### src/rtl/trig_pkg.sv
package trig_pkg;
    localparam int CNT_W  = 16;
    localparam int ADDR_W = 3;
    localparam int N_CMP  = 4;

    typedef enum logic [2:0] {
        TM_SWUG    = 3'b000,
        TM_ENABLE  = 3'b001,
        TM_UPDATE  = 3'b010,
        TM_CCPULSE = 3'b011,
        TM_REF1    = 3'b100,
        TM_REF2    = 3'b101,
        TM_REF3    = 3'b110,
        TM_REF4    = 3'b111
    } trig_mode_e;

    typedef enum logic {
        ST_HALT = 1'b0,
        ST_RUN  = 1'b1
    } cnt_state_e;

    localparam logic [ADDR_W-1:0] A_CTRL = 3'd0;
    localparam logic [ADDR_W-1:0] A_ARR  = 3'd1;
    localparam logic [ADDR_W-1:0] A_CMP0 = 3'd2;
    localparam logic [ADDR_W-1:0] A_CMD  = 3'd6;
endpackage

### src/rtl/trig_regs.sv
module trig_regs
    import trig_pkg::*;
#(
    parameter int W  = CNT_W,
    parameter int AW = ADDR_W,
    parameter int NC = N_CMP
) (
    input  logic                 clk,
    input  logic                 rst_n,
    input  logic                 wr_en,
    input  logic [AW-1:0]        wr_addr,
    input  logic [W-1:0]         wr_data,
    output trig_mode_e           mode,
    output logic                 sw_en,
    output logic [W-1:0]         arr,
    output logic [NC-1:0][W-1:0] cmp,
    output logic                 ug
);
    // control register: mode and software enable
    always_ff @(posedge clk or negedge rst_n) begin
        if (!rst_n) begin
            mode  <= TM_SWUG;
            sw_en <= 1'b0;
        end else if (wr_en && wr_addr == A_CTRL) begin
            mode  <= trig_mode_e'(wr_data[2:0]);
            sw_en <= wr_data[3];
        end
    end

    always_ff @(posedge clk or negedge rst_n) begin
        if (!rst_n)
            arr <= '0;
        else if (wr_en && wr_addr == A_ARR)
            arr <= wr_data;
    end

    // one register per compare channel
    for (genvar i = 0; i < NC; i++) begin : g_cmp
        localparam logic [AW-1:0] MY_ADDR = AW'(int'(A_CMP0) + i);
        always_ff @(posedge clk or negedge rst_n) begin
            if (!rst_n)
                cmp[i] <= '0;
            else if (wr_en && wr_addr == MY_ADDR)
                cmp[i] <= wr_data;
        end
    end

    // command strobe, acts on the edge it is written
    assign ug = wr_en && (wr_addr == A_CMD) && wr_data[0];
endmodule

### src/rtl/trig_counter.sv
module trig_counter
    import trig_pkg::*;
#(
    parameter int W = CNT_W
) (
    input  logic         clk,
    input  logic         rst_n,
    input  logic         cnt_en,
    input  logic         ug,
    input  logic [W-1:0] arr,
    input  logic [W-1:0] cmp1,
    output logic [W-1:0] cnt,
    output logic         upd_evt,
    output logic         cc1_evt
);
    cnt_state_e st_q, st_d;
    logic       wrap;

    // state register
    always_ff @(posedge clk or negedge rst_n) begin
        if (!rst_n) st_q <= ST_HALT;
        else        st_q <= st_d;
    end

    // transitions: START (HALT->RUN) and STOP (RUN->HALT)
    always_comb begin
        st_d = st_q;
        unique case (st_q)
            ST_HALT: if (cnt_en)  st_d = ST_RUN;
            ST_RUN:  if (!cnt_en) st_d = ST_HALT;
            default: st_d = ST_HALT;
        endcase
    end

    assign wrap = (st_q == ST_RUN) && (cnt == arr) && !ug;

    // count register
    always_ff @(posedge clk or negedge rst_n) begin
        if (!rst_n)
            cnt <= '0;
        else if (ug)
            cnt <= '0;
        else if (st_q == ST_RUN)
            cnt <= wrap ? '0 : cnt + 1'b1;
    end

    // event outputs
    always_comb begin
        upd_evt = ug || wrap;
        cc1_evt = (st_q == ST_RUN) && (cnt == cmp1);
    end

    AST_UG_CLEARS: assert property (@(posedge clk) disable iff (!rst_n)
        ug |=> (cnt == '0));
    AST_HOLD_IN_HALT: assert property (@(posedge clk) disable iff (!rst_n)
        (st_q == ST_HALT && !ug) |=> $stable(cnt));
    AST_WRAP_TO_ZERO: assert property (@(posedge clk) disable iff (!rst_n)
        (st_q == ST_RUN && cnt == arr && !ug) |=> (cnt == '0));
    AST_UPD_SINGLE: assert property (@(posedge clk) disable iff (!rst_n)
        (upd_evt && !ug && arr != '0) |=> (!upd_evt || ug || $changed(arr)));
endmodule

### src/rtl/trig_cmp.sv
module trig_cmp
    import trig_pkg::*;
#(
    parameter int W  = CNT_W,
    parameter int NC = N_CMP
) (
    input  logic [W-1:0]         cnt,
    input  logic [NC-1:0][W-1:0] cmp,
    output logic [NC-1:0]        oref
);
    // pulse-width style: high while below the compare value
    for (genvar i = 0; i < NC; i++) begin : g_ref
        assign oref[i] = (cnt < cmp[i]);
    end
endmodule

### src/rtl/trig_sel.sv
module trig_sel
    import trig_pkg::*;
#(
    parameter int NC = N_CMP
) (
    input  logic          clk,
    input  logic          rst_n,
    input  trig_mode_e    mode,
    input  logic          ug,
    input  logic          cnt_en,
    input  logic          upd_evt,
    input  logic          cc1_evt,
    input  logic [NC-1:0] oref,
    output logic          trig_out
);
    logic trig_d;

    always_comb begin
        trig_d = 1'b0;
        unique case (mode)
            TM_SWUG:    trig_d = ug;
            TM_ENABLE:  trig_d = cnt_en;
            TM_UPDATE:  trig_d = upd_evt;
            TM_CCPULSE: trig_d = cc1_evt;
            TM_REF1:    trig_d = oref[0];
            TM_REF2:    trig_d = oref[1];
            TM_REF3:    trig_d = oref[2];
            TM_REF4:    trig_d = oref[3];
            default:    trig_d = 1'b0;
        endcase
    end

    always_ff @(posedge clk or negedge rst_n) begin
        if (!rst_n) trig_out <= 1'b0;
        else        trig_out <= trig_d;
    end

    AST_ENABLE_LAG: assert property (@(posedge clk) disable iff (!rst_n)
        (mode == TM_ENABLE && $stable(mode)) |=> (trig_out == $past(cnt_en)));
    AST_SWUG_ONLY: assert property (@(posedge clk) disable iff (!rst_n)
        (mode == TM_SWUG && !ug) |=> !trig_out);
endmodule

### src/rtl/trig_master_timer.sv
module trig_master_timer
    import trig_pkg::*;
(
    input  logic              clk,
    input  logic              rst_n,
    input  logic              wr_en,
    input  logic [ADDR_W-1:0] wr_addr,
    input  logic [CNT_W-1:0]  wr_data,
    input  logic              gate_in,
    output logic              trig_out
);
    trig_mode_e                  mode;
    logic                        sw_en, ug, cnt_en, upd_evt, cc1_evt;
    logic [CNT_W-1:0]            arr, cnt;
    logic [N_CMP-1:0][CNT_W-1:0] cmp;
    logic [N_CMP-1:0]            oref;

    trig_regs #(.W(CNT_W), .AW(ADDR_W), .NC(N_CMP)) u_regs (
        .clk(clk), .rst_n(rst_n), .wr_en(wr_en), .wr_addr(wr_addr),
        .wr_data(wr_data), .mode(mode), .sw_en(sw_en), .arr(arr),
        .cmp(cmp), .ug(ug)
    );

    assign cnt_en = sw_en | gate_in;

    trig_counter #(.W(CNT_W)) u_cnt (
        .clk(clk), .rst_n(rst_n), .cnt_en(cnt_en), .ug(ug), .arr(arr),
        .cmp1(cmp[0]), .cnt(cnt), .upd_evt(upd_evt), .cc1_evt(cc1_evt)
    );

    trig_cmp #(.W(CNT_W), .NC(N_CMP)) u_cmp (
        .cnt(cnt), .cmp(cmp), .oref(oref)
    );

    trig_sel #(.NC(N_CMP)) u_sel (
        .clk(clk), .rst_n(rst_n), .mode(mode), .ug(ug), .cnt_en(cnt_en),
        .upd_evt(upd_evt), .cc1_evt(cc1_evt), .oref(oref), .trig_out(trig_out)
    );

    AST_RESET_LOW: assert property (@(posedge clk) $rose(rst_n) |-> !trig_out);
endmodule

### config.mk
export PLATFORM = sky130hd
export DESIGN_NAME = trig_master_timer
export DESIGN_NICKNAME = d
export VERILOG_FILES = /design/src/rtl/trig_pkg.sv /design/src/rtl/trig_regs.sv /design/src/rtl/trig_counter.sv /design/src/rtl/trig_cmp.sv /design/src/rtl/trig_sel.sv /design/src/rtl/trig_master_timer.sv
export SDC_FILE = /design/constraint.sdc
export NUM_CORES = 1
export LEC_CHECK = 0
export BUFFER_PORTS_ARGS = -buffer_cell sky130_fd_sc_hd__buf_4
export CAP_MARGIN = 25
export CORE_MARGIN = 5
export CORE_UTILIZATION = 32
export DETAILED_ROUTE_END_ITERATION = 16
export GPL_TIMING_DRIVEN = 0
export SYNTH_ARGS = -nofsm -noshare
export SYNTH_HDL_FRONTEND = slang
export SYNTH_SLANG_ARGS = --single-unit
### constraint.sdc
create_clock -name clk -period 2.6 [get_ports clk]
set_input_delay 0.26 -clock clk [delete_from_list [all_inputs] [get_ports clk]]
set_output_delay 0.26 -clock clk [all_outputs]
set_load 0.1 [all_outputs]
### Word level (Yosys, flattened, before mapping)

Index checks and enable logic that the tools add are counted.

* $add $sub $neg: 1
* magnitude comparators: 4
* equal/unequal tests: 15
* muxes and demuxes: 5
* bitwise logic cells: 1
* reductions and logical operators: 16

Operators with widths (count)
* 16-bit less-than comparator: 4
* 16-bit 2-to-1 mux: 3
* 16-bit equality test: 2
* 3-bit equality test, second input constant: 7
* 16-bit by 1-bit adder with 16-bit output, second input constant: 1
* 3-bit by 2-bit equality test with 1-bit output, second input constant: 4
* 1-bit logical AND: 11
* 1-bit case mux with 8 select lines: 1
* 3-bit by 1-bit equality test with 1-bit output, second input constant: 2
* 3-bit zero test: 2
* 2-bit nonzero test: 1
* 1-bit zero test: 1
* 1-bit logical OR: 1
* 1-bit 2-to-1 mux: 1
* 1-bit OR: 1

* register bits: 102
* bits of input ports: 23
* output and inout bits: 1
* word-level logic and storage cells: 52

### Depth between registers and ports, before layout

* depth in word-level cells: 8
* depth in mapped cells: 9
* depth with buffers taken out: 8

### Hierarchy

From an unflattened synthesis, not the netlist that was laid out.

* cells, all modules: 532
* area, all modules: 6209.7 µm²

By module, submodules not included
* trig_regs: instances 1, cells each 185, area each 3347.0 µm², sequential area each 2102.0 µm²
* trig_cmp: instances 1, cells each 207, area each 1500.2 µm², sequential area each 0.0 µm²
* trig_counter: instances 1, cells each 135, area each 1267.5 µm², sequential area each 425.4 µm²
* trig_sel: instances 1, cells each 4, area each 88.8 µm², sequential area each 25.0 µm²
* trig_master_timer: instances 1, cells each 1, area each 6.3 µm², sequential area each 0.0 µm²

### Worst setup path before layout

OpenSTA, ideal clock, no wires.

* path kind: register to register
* start: register u_cnt.cnt[14]
* end: register u_sel.trig_out
* setup time: 0.082 ns
* arrival time: 1.907 ns
* data required time: 2.518 ns
* slack: 0.611 ns
* stages on the path, launching flop included: 8
* path buffers: 0
* clock period less this slack: 1.989 ns
* cells stage by stage: dfrtp_1 ha_1 a21oi_1 nand2_1 a22o_1 or4_1 o21a_1 a31oi_1

* word-level cells in the longest chain between the ends: 5
* elaborated cells on any way between the ends: 11
* classes of those cells: order compare (4); eq/ne (2); mux (1); reduce/logical (4)

Ends and longest elaborated chain
* from (decl): line trig_counter.sv:12 `output logic [W-1:0] cnt,`
* from (signal assigned): line trig_counter.sv:44 `cnt <= wrap ? '0 : cnt + 1'b1;`
* parallel branches: the longest is 4 deep, another holds 16-bit less-than comparator
* 1-bit case mux with 8 select lines *: line trig_sel.sv:20 `unique case (mode)`
* net u_sel.trig_d: line trig_sel.sv:16 `logic trig_d;`
* to (signal assigned): line trig_sel.sv:35 `else trig_out <= trig_d;`
* to (decl): line trig_sel.sv:14 `output logic trig_out`

Mark *: on every way through the listed nets, which the timed path passes.
A chain may end at the register's enable or synchronous reset.

### Worst setup path in the final report

* start: register u_cnt.cnt[10]
* end: register u_cnt.cnt[10]

* word-level cells in the longest chain between the ends: 6
* elaborated cells on any way between the ends: 7
* classes of those cells: add/sub (1); eq/ne (1); mux (3); reduce/logical (2)

Ends and longest elaborated chain
* parallel branches: the longest is 3 deep, another holds 16-bit by 1-bit adder with 16-bit output
* 16-bit 2-to-1 mux *: line trig_counter.sv:44
* 16-bit 2-to-1 mux *: line trig_counter.sv:43 `else if (st_q == ST_RUN)`
* 16-bit 2-to-1 mux *: line trig_counter.sv:41 `else if (ug)`

Every way passes the cells marked *. The select of a mux whose other input is x is not followed.

==> results.cfg <==
[setup_path]
cp-end-kind = register
path_buf_inv = 1
crit_chain = xnor2_1, nand4_1, nor3_1, nand4_1, o31ai_1, clkbuf_1, nor2_1
required_ns = 2.81
cp_slowest_cell = dfrtp_1
critPathLaunch = u_cnt.cnt[10]$_DFFE_PN0P_
cpPeakStageDelay_ns = 0.48
worstSetupStartpointType = register
crit_fanout = 10
cp_top_family = simple AND/OR/NAND/NOR gates
arrival_ns = 2.69
crit_top_cell = nand4_1
worstSetupPathType = register to register
r2r-start = u_cnt.cnt[10]$_DFFE_PN0P_

[finish]
drive_above_1_share_pct = 16.5
final_nets = 670
register_area_um2 = 2550
n_fill_cell = 1688
multi_input_area_um2 = 2840
syn2layout_area_growth_pct = 13.4
diodes = 0

[place]
port_buffers = 22
hpwl_um = 10800
finalWeightedCongestion = 0.920

[floorplanning]
num_io_pins = 24
die_w_um = 143
row_count = 48
core_area_um2 = 17400
die_area_um2 = 20600
die_h_um = 143
start_util_pct = 32.8

[sta]
fmax_ghz = 0.404
rsz0062_at_grt = no
fin_skew_ns = 0.00799
tightest_slew_ns = 1.04
hold_viol_final = 0
whs_ns = 0.144
period_minus_slack_ns = 2.48
slew_headroom_pct = 29.9
fin_setup_tns_ns = 0
setup_viol = 0
period_share_pct = 95.3
drv_slew = 0

[run]
maxCapViolCount = 0

[synthesis]
synthCells = 550
synth-seq-cells = 102
yosysMostFrequentCell = dfrtp_1
synth.area.top_cells = dfrtp_1 (45%), ha_1 (14%), mux2_2 (10%)
syn_avg_cell_area_um2 = 10.4
synthFlopType = dfrtp_1
synth-edff-count = 0
synth_common_cells = dfrtp_1 (102), inv_1 (69), ha_1 (62)
yosys.cell_types.count = 45
yosysWarnings = 0
async_flop_share_pct = 100
syn_area_um2 = 5690
ys_seq_area_share_pct = 44.8
synthesis.nets = 635
synth_top_cell_by_area = dfrtp_1
synth_top_area_share_pct = 44.8

[routing]
via_count = 4112
wl_per_cell_um = 17.8
drcViolationCount = 0
postRouteAntennaNets = 0
vias_per_cell = 5.05
drt_iter0_drc = 266
wl_um = 14500
drt_first_pass_iters = 5

[clock_tree]
clk_path_buf_depth = 2
htree_num_levels = 3
root_buffer = clkbuf_16
cts_tree = built
clk_latency_ns = 0.35
cts_setup_buffers = 0
cts.sink_count = 102
clkSlewWorstSetupHoldPaths_ns = 0.06
cts-buffers-inserted = 9

[grt]
gr-total-overflow = 0
grt_usage_pct = 14.8
grt_pass1_vias = 4203
antenna_found_initial = 0
grt_max_degree = 60
grt_pass1_wl_um = 23100

[hold_path]
hold_path.class = input pin to register
min_from = gate_in

[power_and_ir_drop]
irDropWorstVdd_uv = 315
p_leak_nw = 3.06
cellPowerDensity_nw_per_um2 = 761

[outcome]
run_status = finished clean
-- cell usage in the layout, fill, tap and decap left out, types with 3 or more instances in the layout --
cell | Yosys | routed
nor2b_1 | 4 | 4
inv_1 | 69 | 69
nor3_1 | 3 | 3
xor2_1 | 13 | 13
a21oi_1 | 19 | 18
o21ai_0 | 40 | 40
nor2_1 | 26 | 26
nor4_1 | 6 | 5
dfrtp_1 | 102 | 102
clkbuf_1 | 11 | 14
nand3_1 | 11 | 11
nand2_1 | 53 | 53
buf_4 | 0 | 22
o211ai_1 | 4 | 4
nand4_1 | 13 | 13
ha_1 | 62 | 62
mux2_2 | 53 | 53
a21o_1 | 9 | 9
xnor2_1 | 17 | 17
clkbuf_16 | 0 | 9
-- worst paths after layout --
kind / to / cells past startpoint / slack, ns
setup reg to reg: u_cnt.cnt[10]$_DFFE_PN0P_ / 7 / 0.12
max in group asynchronous: u_regs.cmp[44]$_DFFE_PN0P_ / 3 / 1.45
hold reg to reg: u_cnt.st_q$_DFF_PN0_ / 2 / 0.50
min in group asynchronous: u_cnt.cnt[7]$_DFFE_PN0P_ / 2 / 0.45
setup / recovery: u_cnt.cnt[10]$_DFFE_PN0P_ / 7 / 0.12
hold / removal: u_cnt.st_q$_DFF_PN0_ / 3 / 0.14
-- worst min-delay path: stages --
cell	delay, ns
buf_4	0.08
nor2_1	0.06
inv_1	0.05
-- routing by layer --
layer	wire length [um]	part of all wire (%)	GRT usage, %
met1	6300	44	19.5
met2	7130	49	24.7
met3	633	4.4	1.93
met4	420	2.9	6.19
met5	0	0	0
-- sequential cells by signal, summed over array words and instances, names as in the netlist --
register        count
u_regs.cmp         64
u_sel.trig_out      1
u_regs.mode         3
u_cnt.st_q          1
u_cnt.cnt          16
u_regs.sw_en        1
u_regs.arr         16
-- power breakdown --
group / switching, mW / internal, mW
Clock: 0.579 / 0.697
Sequential: 0.294 / 1.92
Combinational: 0.767 / 0.655
-- metrics by stage --
| stage | cell area [um^2] | power, mW | instances | setup WS [ns] | util, % |
|---|---|---|---|---|---|
| after global placement | 6140 | 3.58 | 797 | 0.0393 | 35.4 |
| final | 6460 | 4.91 | 814 | 0.122 | 37.2 |
| after floorplan | 5690 | 3.17 | 550 | 0.611 | - |
| after CTS | 6460 | 4.96 | 814 | 0.125 | 37.2 |
| after detailed placement | 6170 | 3.66 | 798 | -0.0316 | 35.5 |
| after global routing | 6460 | 5.23 | 814 | 0.0151 | 37.2 |
-- logic make-up after synthesis --
family,synth area share [%]
xor gates and xnor gates,4.61
buffers and inverters,5.56
DFF,44.8
muxes,10.5
adders and majority gates,13.6
AOI/OAI and AO/OA,9.80
and+or+nand+nor,11.1
-- what timing repair did --
| item | 4_1_cts | 5_1_grt |
|---|---|---|
| setup endpoints to repair | 11 | 0 |
| endpoints found under the hold margin | 43 | 0 |
| hold buffers | 1 | 0 |
| resized for setup | 2 | 0 |
-- area by class of cell --
class | count | share of cell area (%)
multi-input cells | 366 | 43.9
well taps | 225 | 4.36
flip-flops and latches | 102 | 39.5
repair buffers | 24 | 3.14
clock buffers | 14 | 4.09
inverters | 69 | 4.01
clock inverters | 1 | 0.0775
plain buffers | 13 | 0.891
Note: power is estimated with default switching activity, not from simulation.
